==> config.mk <==
export PLATFORM = sky130hd
export DESIGN_NAME = mm_gp_timer
export DESIGN_NICKNAME = d
export VERILOG_FILES = /design/src/rtl/mm_gp_timer_pkg.sv /design/src/rtl/mm_gp_timer_sync.sv /design/src/rtl/mm_gp_timer_core.sv /design/src/rtl/mm_gp_timer_regs.sv /design/src/rtl/mm_gp_timer.sv
export SDC_FILE = /design/constraint.sdc
export NUM_CORES = 1
export LEC_CHECK = 0
export BUFFER_PORTS_ARGS = -buffer_cell sky130_fd_sc_hd__buf_4
export CORE_UTILIZATION = 56
export DETAILED_ROUTE_END_ITERATION = 6
export GPL_ROUTABILITY_DRIVEN = 0
export PLACE_DENSITY_LB_ADDON = 0.05
export SLEW_MARGIN = 5
export SYNTH_ARGS = -nofsm -noshare
export SYNTH_HDL_FRONTEND = slang
export SYNTH_SLANG_ARGS = --single-unit
export TNS_END_PERCENT = 50
==> constraint.sdc <==
create_clock -name clk -period 3.65 [get_ports clk]
set_clock_uncertainty 0.1 [all_clocks]
set_input_delay 0.5475 -clock clk [delete_from_list [all_inputs] [get_ports clk]]
set_output_delay 0.5475 -clock clk [all_outputs]
set_load 0.1 [all_outputs]
==> src/rtl/mm_gp_timer_pkg.sv <==
package mm_gp_timer_pkg;
   typedef enum logic [1:0] {
      MODE_WAVE = 2'd0,
      MODE_CAPT = 2'd1,
      MODE_WDOG = 2'd2,
      MODE_IDLE = 2'd3
   } tmr_mode_e;

   localparam logic [2:0] RA_CTRL   = 3'd0;
   localparam logic [2:0] RA_PERIOD = 3'd1;
   localparam logic [2:0] RA_WIDTH  = 3'd2;
   localparam logic [2:0] RA_STAT   = 3'd3;
   localparam logic [2:0] RA_COUNT  = 3'd4;

   localparam int STAT_ERR = 0;
   localparam int STAT_IRQ = 1;
endpackage

==> src/rtl/mm_gp_timer_sync.sv <==
module mm_gp_timer_sync #(
   parameter int STAGES = 2
) (
   input  logic clk,
   input  logic rst_n,
   input  logic din,
   output logic rise,
   output logic fall
);
   localparam int LAST = STAGES;

   generate
      if (STAGES < 2) begin : g_bad_stages
         $error("mm_gp_timer_sync: STAGES must be at least 2");
      end
   endgenerate

   logic [LAST:0] chain;

   always_ff @(posedge clk or negedge rst_n) begin
      if (!rst_n) chain[0] <= 1'b0;
      else        chain[0] <= din;
   end

   generate
      for (genvar i = 1; i <= LAST; i++) begin : g_stage
         always_ff @(posedge clk or negedge rst_n) begin
            if (!rst_n) chain[i] <= 1'b0;
            else        chain[i] <= chain[i-1];
         end
      end
   endgenerate

   assign rise = chain[LAST-1] & ~chain[LAST];
   assign fall = ~chain[LAST-1] & chain[LAST];

   a_r5_single_edge: assert property (@(posedge clk) disable iff (!rst_n)
      rise |=> !rise);
endmodule

==> src/rtl/mm_gp_timer_core.sv <==
module mm_gp_timer_core
   import mm_gp_timer_pkg::*;
#(
   parameter int CNT_W = 32
) (
   input  logic             clk,
   input  logic             rst_n,
   input  logic             en,
   input  tmr_mode_e        mode,
   input  logic [CNT_W-1:0] period,
   input  logic [CNT_W-1:0] width,
   input  logic             rise,
   input  logic             fall,
   output logic [CNT_W-1:0] cnt,
   output logic             pulse_o,
   output logic             irq_o,
   output logic             err_set,
   output logic             cap_per_vld,
   output logic [CNT_W-1:0] cap_per,
   output logic             cap_wid_vld,
   output logic [CNT_W-1:0] cap_wid
);
   localparam logic [CNT_W-1:0] ONE  = {{(CNT_W-1){1'b0}}, 1'b1};
   localparam logic [CNT_W-1:0] CMAX = {CNT_W{1'b1}};

   logic             seen_rise;
   logic             wave_bad;
   logic             wdog_bad;
   logic [CNT_W-1:0] last_val;
   logic             at_last;
   logic [CNT_W-1:0] cnt_inc;

   assign wave_bad = (period == '0) || (width >= period);
   assign wdog_bad = (period == '0);
   assign last_val = period - ONE;
   assign at_last  = (cnt >= last_val);
   assign cnt_inc  = (cnt == CMAX) ? cnt : cnt + ONE;

   assign err_set = en && (((mode == MODE_WAVE) && wave_bad) ||
                           ((mode == MODE_WDOG) && wdog_bad));
   assign pulse_o = en && (mode == MODE_WAVE) && !wave_bad && (cnt < width);

   always_ff @(posedge clk or negedge rst_n) begin
      if (!rst_n) begin
         cnt         <= '0;
         seen_rise   <= 1'b0;
         irq_o       <= 1'b0;
         cap_per_vld <= 1'b0;
         cap_per     <= '0;
         cap_wid_vld <= 1'b0;
         cap_wid     <= '0;
      end else if (!en) begin
         cnt         <= '0;
         seen_rise   <= 1'b0;
         irq_o       <= 1'b0;
         cap_per_vld <= 1'b0;
         cap_wid_vld <= 1'b0;
      end else begin
         irq_o       <= 1'b0;
         cap_per_vld <= 1'b0;
         cap_wid_vld <= 1'b0;
         unique case (mode)
            MODE_WAVE: begin
               cnt   <= at_last ? '0 : cnt + ONE;
               irq_o <= at_last && !wave_bad;
            end
            MODE_CAPT: begin
               if (rise) begin
                  cnt         <= '0;
                  seen_rise   <= 1'b1;
                  irq_o       <= seen_rise;
                  cap_per_vld <= seen_rise;
                  cap_per     <= cnt_inc;
               end else begin
                  cnt <= cnt_inc;
               end
               if (fall && seen_rise) begin
                  cap_wid_vld <= 1'b1;
                  cap_wid     <= cnt_inc;
               end
            end
            MODE_WDOG: begin
               if (rise && !wdog_bad) begin
                  if (at_last) begin
                     cnt   <= '0;
                     irq_o <= 1'b1;
                  end else begin
                     cnt <= cnt + ONE;
                  end
               end
            end
            default: cnt <= cnt;
         endcase
      end
   end

   a_r8_disable_clears: assert property (@(posedge clk) disable iff (!rst_n)
      !en |=> (cnt == '0));
   a_r6_no_irq_when_off: assert property (@(posedge clk) disable iff (!rst_n)
      !en |=> !irq_o);
   a_r4_bad_wave_low: assert property (@(posedge clk) disable iff (!rst_n)
      (err_set && (mode == MODE_WAVE)) |-> !pulse_o);
endmodule

==> src/rtl/mm_gp_timer_regs.sv <==
module mm_gp_timer_regs
   import mm_gp_timer_pkg::*;
#(
   parameter int CNT_W = 32
) (
   input  logic             clk,
   input  logic             rst_n,
   input  logic             reg_wr,
   input  logic [2:0]       reg_addr,
   input  logic [CNT_W-1:0] reg_wdata,
   output logic [CNT_W-1:0] reg_rdata,
   input  logic [CNT_W-1:0] cnt,
   input  logic             cap_per_vld,
   input  logic [CNT_W-1:0] cap_per,
   input  logic             cap_wid_vld,
   input  logic [CNT_W-1:0] cap_wid,
   input  logic             err_set,
   input  logic             irq_set,
   output logic             en,
   output tmr_mode_e        mode,
   output logic [CNT_W-1:0] period,
   output logic [CNT_W-1:0] width
);
   generate
      if (CNT_W < 4) begin : g_bad_width
         $error("mm_gp_timer_regs: CNT_W must be at least 4");
      end
   endgenerate

   logic [1:0] status;
   logic       wr_ctrl, wr_per, wr_wid, wr_stat;

   assign wr_ctrl = reg_wr && (reg_addr == RA_CTRL);
   assign wr_per  = reg_wr && (reg_addr == RA_PERIOD);
   assign wr_wid  = reg_wr && (reg_addr == RA_WIDTH);
   assign wr_stat = reg_wr && (reg_addr == RA_STAT);

   always_ff @(posedge clk or negedge rst_n) begin
      if (!rst_n) begin
         en     <= 1'b0;
         mode   <= MODE_WAVE;
         period <= '0;
         width  <= '0;
         status <= '0;
      end else begin
         if (wr_ctrl) begin
            en   <= reg_wdata[0];
            mode <= tmr_mode_e'(reg_wdata[2:1]);
         end
         if (cap_per_vld)  period <= cap_per;
         else if (wr_per)  period <= reg_wdata;
         if (cap_wid_vld)  width <= cap_wid;
         else if (wr_wid)  width <= reg_wdata;
         status[STAT_ERR] <= err_set ||
                             (status[STAT_ERR] && !(wr_stat && reg_wdata[STAT_ERR]));
         status[STAT_IRQ] <= irq_set ||
                             (status[STAT_IRQ] && !(wr_stat && reg_wdata[STAT_IRQ]));
      end
   end

   always_comb begin
      unique case (reg_addr)
         RA_CTRL:   reg_rdata = {{(CNT_W-3){1'b0}}, mode, en};
         RA_PERIOD: reg_rdata = period;
         RA_WIDTH:  reg_rdata = width;
         RA_STAT:   reg_rdata = {{(CNT_W-2){1'b0}}, status};
         RA_COUNT:  reg_rdata = cnt;
         default:   reg_rdata = '0;
      endcase
   end

   a_r9_irq_sticky: assert property (@(posedge clk) disable iff (!rst_n)
      irq_set |=> status[STAT_IRQ]);
   a_r8_err_kept: assert property (@(posedge clk) disable iff (!rst_n)
      (status[STAT_ERR] && !wr_stat) |=> status[STAT_ERR]);
endmodule

==> src/rtl/mm_gp_timer.sv <==
module mm_gp_timer
   import mm_gp_timer_pkg::*;
#(
   parameter int CNT_W       = 32,
   parameter int SYNC_STAGES = 2
) (
   input  logic             clk,
   input  logic             rst_n,
   input  logic             reg_wr,
   input  logic [2:0]       reg_addr,
   input  logic [CNT_W-1:0] reg_wdata,
   output logic [CNT_W-1:0] reg_rdata,
   input  logic             ext_i,
   output logic             pulse_o,
   output logic             irq_o
);
   logic             en;
   tmr_mode_e        mode;
   logic [CNT_W-1:0] period, width, cnt, cap_per, cap_wid;
   logic             rise, fall, err_set, cap_per_vld, cap_wid_vld;

   mm_gp_timer_sync #(.STAGES(SYNC_STAGES)) u_sync (
      .clk(clk), .rst_n(rst_n), .din(ext_i), .rise(rise), .fall(fall));

   mm_gp_timer_core #(.CNT_W(CNT_W)) u_core (
      .clk(clk), .rst_n(rst_n), .en(en), .mode(mode), .period(period),
      .width(width), .rise(rise), .fall(fall), .cnt(cnt), .pulse_o(pulse_o),
      .irq_o(irq_o), .err_set(err_set), .cap_per_vld(cap_per_vld),
      .cap_per(cap_per), .cap_wid_vld(cap_wid_vld), .cap_wid(cap_wid));

   mm_gp_timer_regs #(.CNT_W(CNT_W)) u_regs (
      .clk(clk), .rst_n(rst_n), .reg_wr(reg_wr), .reg_addr(reg_addr),
      .reg_wdata(reg_wdata), .reg_rdata(reg_rdata), .cnt(cnt),
      .cap_per_vld(cap_per_vld), .cap_per(cap_per),
      .cap_wid_vld(cap_wid_vld), .cap_wid(cap_wid), .err_set(err_set),
      .irq_set(irq_o), .en(en), .mode(mode), .period(period), .width(width));

   a_r1_quiet_off: assert property (@(posedge clk) disable iff (!rst_n)
      !en |-> !pulse_o);
endmodule

==> impl_table.tex, run 1 <==
\begin{tabular}{lr}
\hline
Metric & Value \\
\hline
\multicolumn{2}{l}{\textbf{Synth}} \\
\quad Fraction of synthesis flops using an asynchronous set or reset pin & 100\% \\
\quad Distinct cell type count of the synthesized netlist & 61 \\
\quad Share of the synthesized area in compound gates (AO/OA/AOI/OAI) & roughly 17\% \\
\quad Post-synthesis share of cell area spent on and, or, nand and nor gates & 19.6\% \\
\quad Syn avg cell area & 8.52 µm² \\
\quad Proportion of synthesized area in mux cells & 6.53\% \\
\quad Top-area cell type share of the netlist area & between 30\% and 40\% \\
\quad Synthesized-area fraction occupied by adder cells & 10.8\% \\
\quad Synth top area cells & dfrtp\_1, ha\_1, o21ai\_0 \\
\quad Synth Warn \# & 0 \\
\quad Largest family of logic cells by synthesized area & simple AND/OR/NAND/NOR gates \\
\quad Proportion of synthesized chip area in sequential cells & 38.1\% \\
\quad Commonest register cell after synthesis & dfrtp\_1 \\
\quad Cells after synthesis & 1328 \\
\quad Number of storage elements in the synthesis netlist & 172 \\
\quad Netlist area before placement & between 0.01 and 0.015 mm² \\
\quad Dominant cell by count in the synthesized netlist & nand2\_1 \\
\quad Most common library cells after synthesis & nand2\_1, o21ai\_0, dfrtp\_1 \\
\quad Cell type with the largest total area after synthesis & dfrtp\_1 \\
\quad Total nets after synthesis & 1465 \\
\quad Xor and xnor fraction of the mapped netlist area & 2.79\% \\
\quad EDFF count, synth & 0 \\
\multicolumn{2}{l}{\textbf{Worst setup path}} \\
\quad CP peak stage delay & 0.58 ns \\
\quad Cell with the biggest individual delay on the critical path & or4\_4 \\
\quad Number of buffers and inverters on the critical path & 2 \\
\quad Startpoint type of the worst setup path & flop \\
\quad Critical path class & reg2reg \\
\quad Crit path max fanout & 12 \\
\quad WP data required & between 3 and 4 ns \\
\quad Endpoint kind of the worst setup timing path & flop \\
\quad Worst R2R Path Depth & 17 \\
\quad Crit Reg-Reg Endpoint & u\_core.cnt[14]\$\_DFFE\_PN0P\_ \\
\quad Critical path, cell by cell & or4\_4, or3\_4, nor2\_4, nand3\_4, nor4b\_4, nand2\_1, xnor2\_1, ha\_1, nand4\_1, nor4\_4, o211a\_1, a221o\_2, o21bai\_4, buf\_4, buf\_12, o21ai\_0, nand2\_1 \\
\quad Launching point of the worst reg2reg path & u\_regs.period[11]\$\_DFFE\_PN0P\_ \\
\quad Flop-to-flop setup slack & -0.43 ns \\
\quad Worst path most repeated cell & nand2\_1 \\
\quad Largest delay share family, worst path & simple AND/OR/NAND/NOR gates \\
\quad WP data arrival & 4.36 ns \\
\multicolumn{2}{l}{\textbf{Floorplan}} \\
\quad Width of the die & around 140 µm \\
\quad Core area & 0.0197 mm² \\
\quad Floorplan die height & 144 µm \\
\quad Die footprint & between 0.02 and 0.025 mm² \\
\quad Boundary pin count & 73 \\
\quad Initial cell density of the core & 57.6\% \\
\quad Rows & 51 \\
\multicolumn{2}{l}{\textbf{Clocking}} \\
\quad Num Clock Sinks & roughly 170 \\
\quad Clock tree buffer depth & 2 \\
\quad Clock root buffer master & clkbuf\_16 \\
\quad H-Tree Level Count & 4 \\
\quad Clock-pin slew on the worst setup and hold paths & 0.08 ns \\
\quad Clock latency of the later-clocked register in the worst-skew pair & 0.44 ns \\
\quad Clock tree from TritonCTS & built \\
\quad Clock buffer count from CTS & 17 \\
\multicolumn{2}{l}{\textbf{Timing}} \\
\quad Final worst-path setup slack & -0.432 ns \\
\quad Fin crit share & 112\% \\
\quad Remaining max-slew budget at the tightest pin & 29.5\% \\
\quad Post-layout minimum cycle time & 4.08 ns \\
\quad Final Max Tran Viols & 0 \\
\quad Final Setup Violations & 34 \\
\quad RSZ-0062 raised after global routing & true \\
\quad Worst-case hold slack & -0.00520 ns \\
\quad Fin. Hold Viols & 4 \\
\quad Maximum operating frequency & 245 MHz \\
\quad Measured slew at the worst slew-check pin & 1.05 ns \\
\multicolumn{2}{l}{\textbf{Run status}} \\
\quad Violations in the final reports & negative hold slack, negative setup slack \\
\quad Run status & complete, but fails checks \\
\multicolumn{2}{l}{\textbf{Place}} \\
\quad Placed standard-cell area & $\sim$0.013 mm² \\
\quad Quantity of I/O buffers inserted on ports & 72 \\
\quad Detailed placement HPWL & $\sim$24 mm \\
\multicolumn{2}{l}{\textbf{Detailed routing}} \\
\quad Total routed wirelength & 34.1 mm \\
\quad Total iterations of the first detailed-routing run & 7 \\
\quad WL/cell & around 20 µm \\
\quad Total DRC errors in the routed layout & 0 \\
\quad Final antenna-violating net count & 0 \\
\quad Initial detailed-routing violation count & 889 \\
\quad Drt via density & 6.01 \\
\quad Count of vias placed by the detailed router & 10.5k \\
\multicolumn{2}{l}{\textbf{Hold path}} \\
\quad Worst min path class & in2async \\
\multicolumn{2}{l}{\textbf{Flow run}} \\
\quad Max-cap check violation count & 0 \\
\multicolumn{2}{l}{\textbf{Pwr}} \\
\quad Power Density & 454 mW/mm² \\
\quad Static power due to leakage & about 6.4 nW \\
\quad Worst vdd ir & 0.302 mV \\
\multicolumn{2}{l}{\textbf{Global route}} \\
\quad First-pass GRT wire length & roughly 54 mm \\
\quad Largest net degree at the start of global routing & 70 \\
\quad Vias in the first global route & approximately 10k \\
\quad GRT Total Usage & about 34\% \\
\quad Number of antenna violations at the first check in global routing & 0 \\
\quad Total gr overflow & 0 \\
\multicolumn{2}{l}{\textbf{Final layout}} \\
\quad Finished layout cell area & 0.0136 mm² \\
\quad Fraction of layout instances using a drive strength above 1 & 17.8\% \\
\quad Antenna diode count & 0 \\
\quad Synth-to-Final Area Change & 20.1\% \\
\quad Final net count & 1600 \\
\quad Final core utilization & 69.1\% \\
\hline
\end{tabular}
-- cells by family (layout without fill, tap and decap cells) --
kind of cell | after synthesis | in the layout
mux | 72 | 72
buf+inv | 139 | 286
flops | 172 | 172
compound gates | 336 | 336
fa+ha+maj | 98 | 98
xor+xnor | 36 | 36
simple gates | 475 | 475
-- placed cells by master (no fill, tap or decap), drive strengths merged, types with 30 or more instances in the layout --
master / n
a21oi: 53
a22oi: 30
buf: 182
dfrtp: 172
ha: 98
inv: 78
mux2i: 67
nand2: 233
nand3: 34
nor2: 61
nor3: 36
o21ai: 196
xnor2: 34
-- what timing repair did --
| action | CTS | global route |
|---|---|---|
| setup endpoints to repair | 34 | 34 |
| hold buffers | 0 | 0 |
| setup buffers | 6 | 3 |
| gates cloned | 1 | 1 |
| pin swaps | 12 | 3 |
| gates resized for setup | 25 | 6 |
-- power by group --
group | internal (mW) | switching [mW]
sequential | 2.09 | 0.194
combinational | 0.809 | 1.23
clock | 1.02 | 0.826
total | 3.92 | 2.25
-- per-stage QoR --
step	cells	hold WS [ns]	setup slack, ns	setup TNS (ns)	power [mW]
3_3_place_gp	1699	0.246	-0.361	-7.05	4.15
6_report	1740	-0.00520	-0.432	-12.18	6.16
3_5_place_dp	1699	0.251	-0.516	-12.34	4.20
5_1_grt	1740	0.0584	-0.633	-18.81	6.46
4_1_cts	1736	0.0302	-0.317	-7.50	6.10
2_1_floorplan	1328	0.152	-0.285	-7.73	3.47
-- registers in the layout (all words and copies together) (netlist names) --
name,flops
u_regs.mode,2
u_regs.period,32
u_regs.width,32
u_regs.status,2
u_core.cap_wid_vld,1
u_sync.chain,3
u_core.seen_rise,1
u_core.irq_o,1
u_core.cap_per,32
u_core.cap_wid,32
u_core.cnt,32
u_regs.en,1
u_core.cap_per_vld,1
-- cell type report --
class,instances,area (µm²)
multi-input cells,1017,6650
fillers,1648,6070
flip-flops and latches,172,4310
repair buffers,183,1450
clock buffers,18,429
well taps,265,332
inverters,72,270
clock inverters,13,154
-- worst max-delay path by stage --
stage	startpoint	end	slack, ns	cells after the start
floorplan	u_regs.period[10]$_DFFE_PN0P_	u_core.cnt[3]$_DFFE_PN0P_	-0.29	17
global placement	u_regs.period[11]$_DFFE_PN0P_	u_core.cnt[8]$_DFFE_PN0P_	-0.36	15
detailed placement	u_regs.period[11]$_DFFE_PN0P_	u_core.cnt[8]$_DFFE_PN0P_	-0.52	15
CTS	u_regs.period[11]$_DFFE_PN0P_	u_core.cnt[8]$_DFFE_PN0P_	-0.32	15
global route	u_regs.period[11]$_DFFE_PN0P_	u_core.cnt[29]$_DFFE_PN0P_	-0.63	17
finish	u_regs.period[11]$_DFFE_PN0P_	u_core.cnt[14]$_DFFE_PN0P_	-0.43	17
-- routing by layer --
metal | track usage (%) | vias to the layer above | part of all wire (%)
met4 | 14.4 | 0 | 3.5
met3 | 5.36 | 92 | 6.0
met2 | 55.1 | 366 | 46
met1 | 45.9 | 5051 | 44
met5 | 0 | - | 0
li1 | - | 4946 | -
Note: power is estimated with default switching activity, not from simulation.
==> inputs of run 2 (changes only) <==
Settings changed: SKIP_LAST_GASP set to 1.
==> impl_table.tex, run 2 (synthesis gave the netlist of run 1 again) <==
\begin{tabular}{lr}
\hline
Metric & Value \\
\hline
\multicolumn{2}{l}{\textbf{Timing}} \\
\quad Worst-case hold slack & -0.00368 ns \\
\quad Post-layout minimum cycle time & 4.07 ns \\
\quad Post-route setup TNS & -11.62 ns \\
\quad Final Max Tran Viols & 0 \\
\quad Remaining max-slew budget at the tightest pin & 30.7\% \\
\quad Fin. Hold Viols & 3 \\
\quad Final worst-path setup slack & -0.421 ns \\
\quad Fin crit share & 112\% \\
\quad Measured slew at the worst slew-check pin & 1.04 ns \\
\quad Maximum operating frequency & 246 MHz \\
\quad Final Setup Violations & 34 \\
\quad RSZ-0062 raised after global routing & true \\
\multicolumn{2}{l}{\textbf{Final layout}} \\
\quad Most common cell after layout, fill and taps aside & nand2\_1 \\
\quad Antenna diode count & 0 \\
\quad Fill cells & 1654 \\
\quad Final net count & $\sim$1.6k \\
\quad Layout Cells excl Fill & 1739 \\
\quad Synth-to-Final Area Change & 19.7\% \\
\quad Fraction of layout instances using a drive strength above 1 & 17.5\% \\
\quad Most frequent cells in the layout & nand2\_1, buf\_4, dfrtp\_1, o21ai\_0, ha\_1 \\
\multicolumn{2}{l}{\textbf{Pwr}} \\
\quad Gate power share & 32.7\% \\
\quad P\_int & between 3 and 4 mW \\
\quad Share of power burned in the clock network & between 30\% and 40\% \\
\quad Net switching power of the design & 2.23 mW \\
\quad Switching power as a share of total power & 36.3\% \\
\quad Worst vdd ir & 0.296 mV \\
\quad Power Density & between 400 and 500 mW/mm² \\
\quad Relative contribution of sequential cells to total power & 37.2\% \\
\quad Static power due to leakage & 6.34 nW \\
\multicolumn{2}{l}{\textbf{Detailed routing}} \\
\quad Drt via density & 6.00 \\
\quad Count of vias placed by the detailed router & roughly 10k \\
\quad WL/cell & 19.5 µm \\
\quad Total routed wirelength & 33.9 mm \\
\quad Total DRC errors in the routed layout & 4 \\
\quad Total iterations of the first detailed-routing run & 7 \\
\quad Initial detailed-routing violation count & between 800 and 900 \\
\quad Final antenna-violating net count & 0 \\
\multicolumn{2}{l}{\textbf{Clocking}} \\
\quad Clock-pin slew on the worst setup and hold paths & 0.08 ns \\
\quad Num Clock Sinks & 172 \\
\quad Clock tree buffer depth & 2 \\
\quad Clock latency of the later-clocked register in the worst-skew pair & about 0.44 ns \\
\quad Clock root buffer master & clkbuf\_16 \\
\quad Hold-fix buffer count after cts & 0 \\
\quad Clock buffer count from CTS & 17 \\
\quad H-Tree Level Count & 4 \\
\quad Clock tree from TritonCTS & built \\
\multicolumn{2}{l}{\textbf{Worst setup path}} \\
\quad Startpoint type of the worst setup path & flop \\
\quad WP data required & between 3 and 4 ns \\
\quad Critical path class & reg2reg \\
\quad WP data arrival & 4.29 ns \\
\quad Endpoint kind of the worst setup timing path & flop \\
\quad Crit path max fanout & 24 \\
\multicolumn{2}{l}{\textbf{Floorplan}} \\
\quad Width of the die & 144 µm \\
\quad Die footprint & 0.0208 mm² \\
\quad Floorplan die height & 144 µm \\
\quad Rows & 51 \\
\quad Core area & 0.0197 mm² \\
\quad Boundary pin count & 73 \\
\quad Initial cell density of the core & a little under three fifths \\
\multicolumn{2}{l}{\textbf{Global route}} \\
\quad Largest net degree at the start of global routing & 70 \\
\quad First-pass GRT wire length & between 50 and 60 mm \\
\quad Number of antenna violations at the first check in global routing & 0 \\
\quad GRT Total Usage & 34.2\% \\
\quad Total gr overflow & 0 \\
\quad Vias in the first global route & around 10k \\
\multicolumn{2}{l}{\textbf{Flow run}} \\
\quad Max-cap check violation count & 0 \\
\multicolumn{2}{l}{\textbf{Place}} \\
\quad Quantity of I/O buffers inserted on ports & 72 \\
\quad Number of placed instances with taps included & $\sim$1.7k \\
\quad Detailed placement HPWL & 24.2 mm \\
\multicolumn{2}{l}{\textbf{Hold path}} \\
\quad Worst min path class & in2async \\
\multicolumn{2}{l}{\textbf{Run status}} \\
\quad Violations in the final reports & design-rule violations, negative hold slack, negative setup slack \\
\quad Run status & complete, but fails checks \\
\hline
\end{tabular}
run 2: cell count changes in the layout (fill, tap and decap cells not counted), sizes merged:
cell	previous run	this run
clkbuf	19	18
run 2: power groups by stage:
| stage | registers [mW] | clock network [mW] | logic [mW] |
|---|---|---|---|
| after floorplan | 2.27 | 0 | 1.20 |
| after global placement | 2.30 | 0 | 1.85 |
| after detailed placement | 2.30 | 0 | 1.90 |
| after CTS | 2.27 | 1.86 | 1.96 |
| after global routing | 2.30 | 1.93 | 2.19 |
| final | 2.28 | 1.84 | 2.00 |
run 2: through the flow:
stage	hold WS, ns	area, µm²	utilization, %	setup WS [ns]	power [mW]
after floorplan	0.152	11300	-	-0.285	3.47
after global placement	0.246	12800	64.9	-0.361	4.15
after detailed placement	0.251	12800	64.9	-0.516	4.20
after CTS	0.0302	13500	68.7	-0.317	6.10
after global routing	0.0584	13500	68.9	-0.574	6.42
final	-0.00368	13500	68.9	-0.421	6.13
run 2: area by class of cell:
cell class	count	area [µm²]	area share (%)
multi-input cells	1017	6620	48.9
flip-flops and latches	172	4310	31.8
repair buffers	182	1420	10.5
clock buffers	18	429	3.17
well taps	265	332	2.45
inverters	72	270	2.00
clock inverters	13	154	1.14
run 2: worst paths after layout:
check | startpoint | to | slack (ns) | depth (start not counted)
max | u_regs.period[11]$_DFFE_PN0P_ | u_core.cnt[8]$_DFFE_PN0P_ | -0.42 | 15
min | rst_n | u_regs.period[30]$_DFFE_PN0P_ | -0.004 | 1
max reg2reg | u_regs.period[11]$_DFFE_PN0P_ | u_core.cnt[8]$_DFFE_PN0P_ | -0.42 | 15
min reg2reg | u_sync.chain[0]$_DFF_PN0_ | u_sync.chain[1]$_DFF_PN0_ | 0.27 | 0
max in group asynchronous | rst_n | u_regs.period[6]$_DFFE_PN0P_ | 2.51 | 2
min in group clk | ext_i | u_sync.chain[0]$_DFF_PN0_ | 0.11 | 1
run 2: critical path, cell delays in order, from the launching register on:
cell and delay [ns]:
dfrtp_1 0.39, or4_4 0.58, or3_4 0.37, nor2_4 0.11
nand3_2 0.11, nor4b_4 0.28, nand3_1 0.14, xnor2_1 0.15
ha_1 0.32, nand4_1 0.19, nor4_4 0.23, o211a_1 0.22
a221o_2 0.19, o21bai_4 0.10, buf_12 0.18, a221o_1 0.29
run 2: timing repair:
action | in CTS | in global routing
resized for setup | 22 | 3
pin swaps | 10 | 2
buffers inserted | 6 | 3
cloned | 1 | 0
setup endpoints to repair | 34 | 34
run 2: per-layer routing:
metal  up-vias  part of all wire (%)  track usage [%]
met1      5024                    44             45.9
met2       367                    46             55.1
met5         -                     0                0
li1       4947                     -                -
met4         0                   3.6             14.4
met3        94                   5.8             5.36
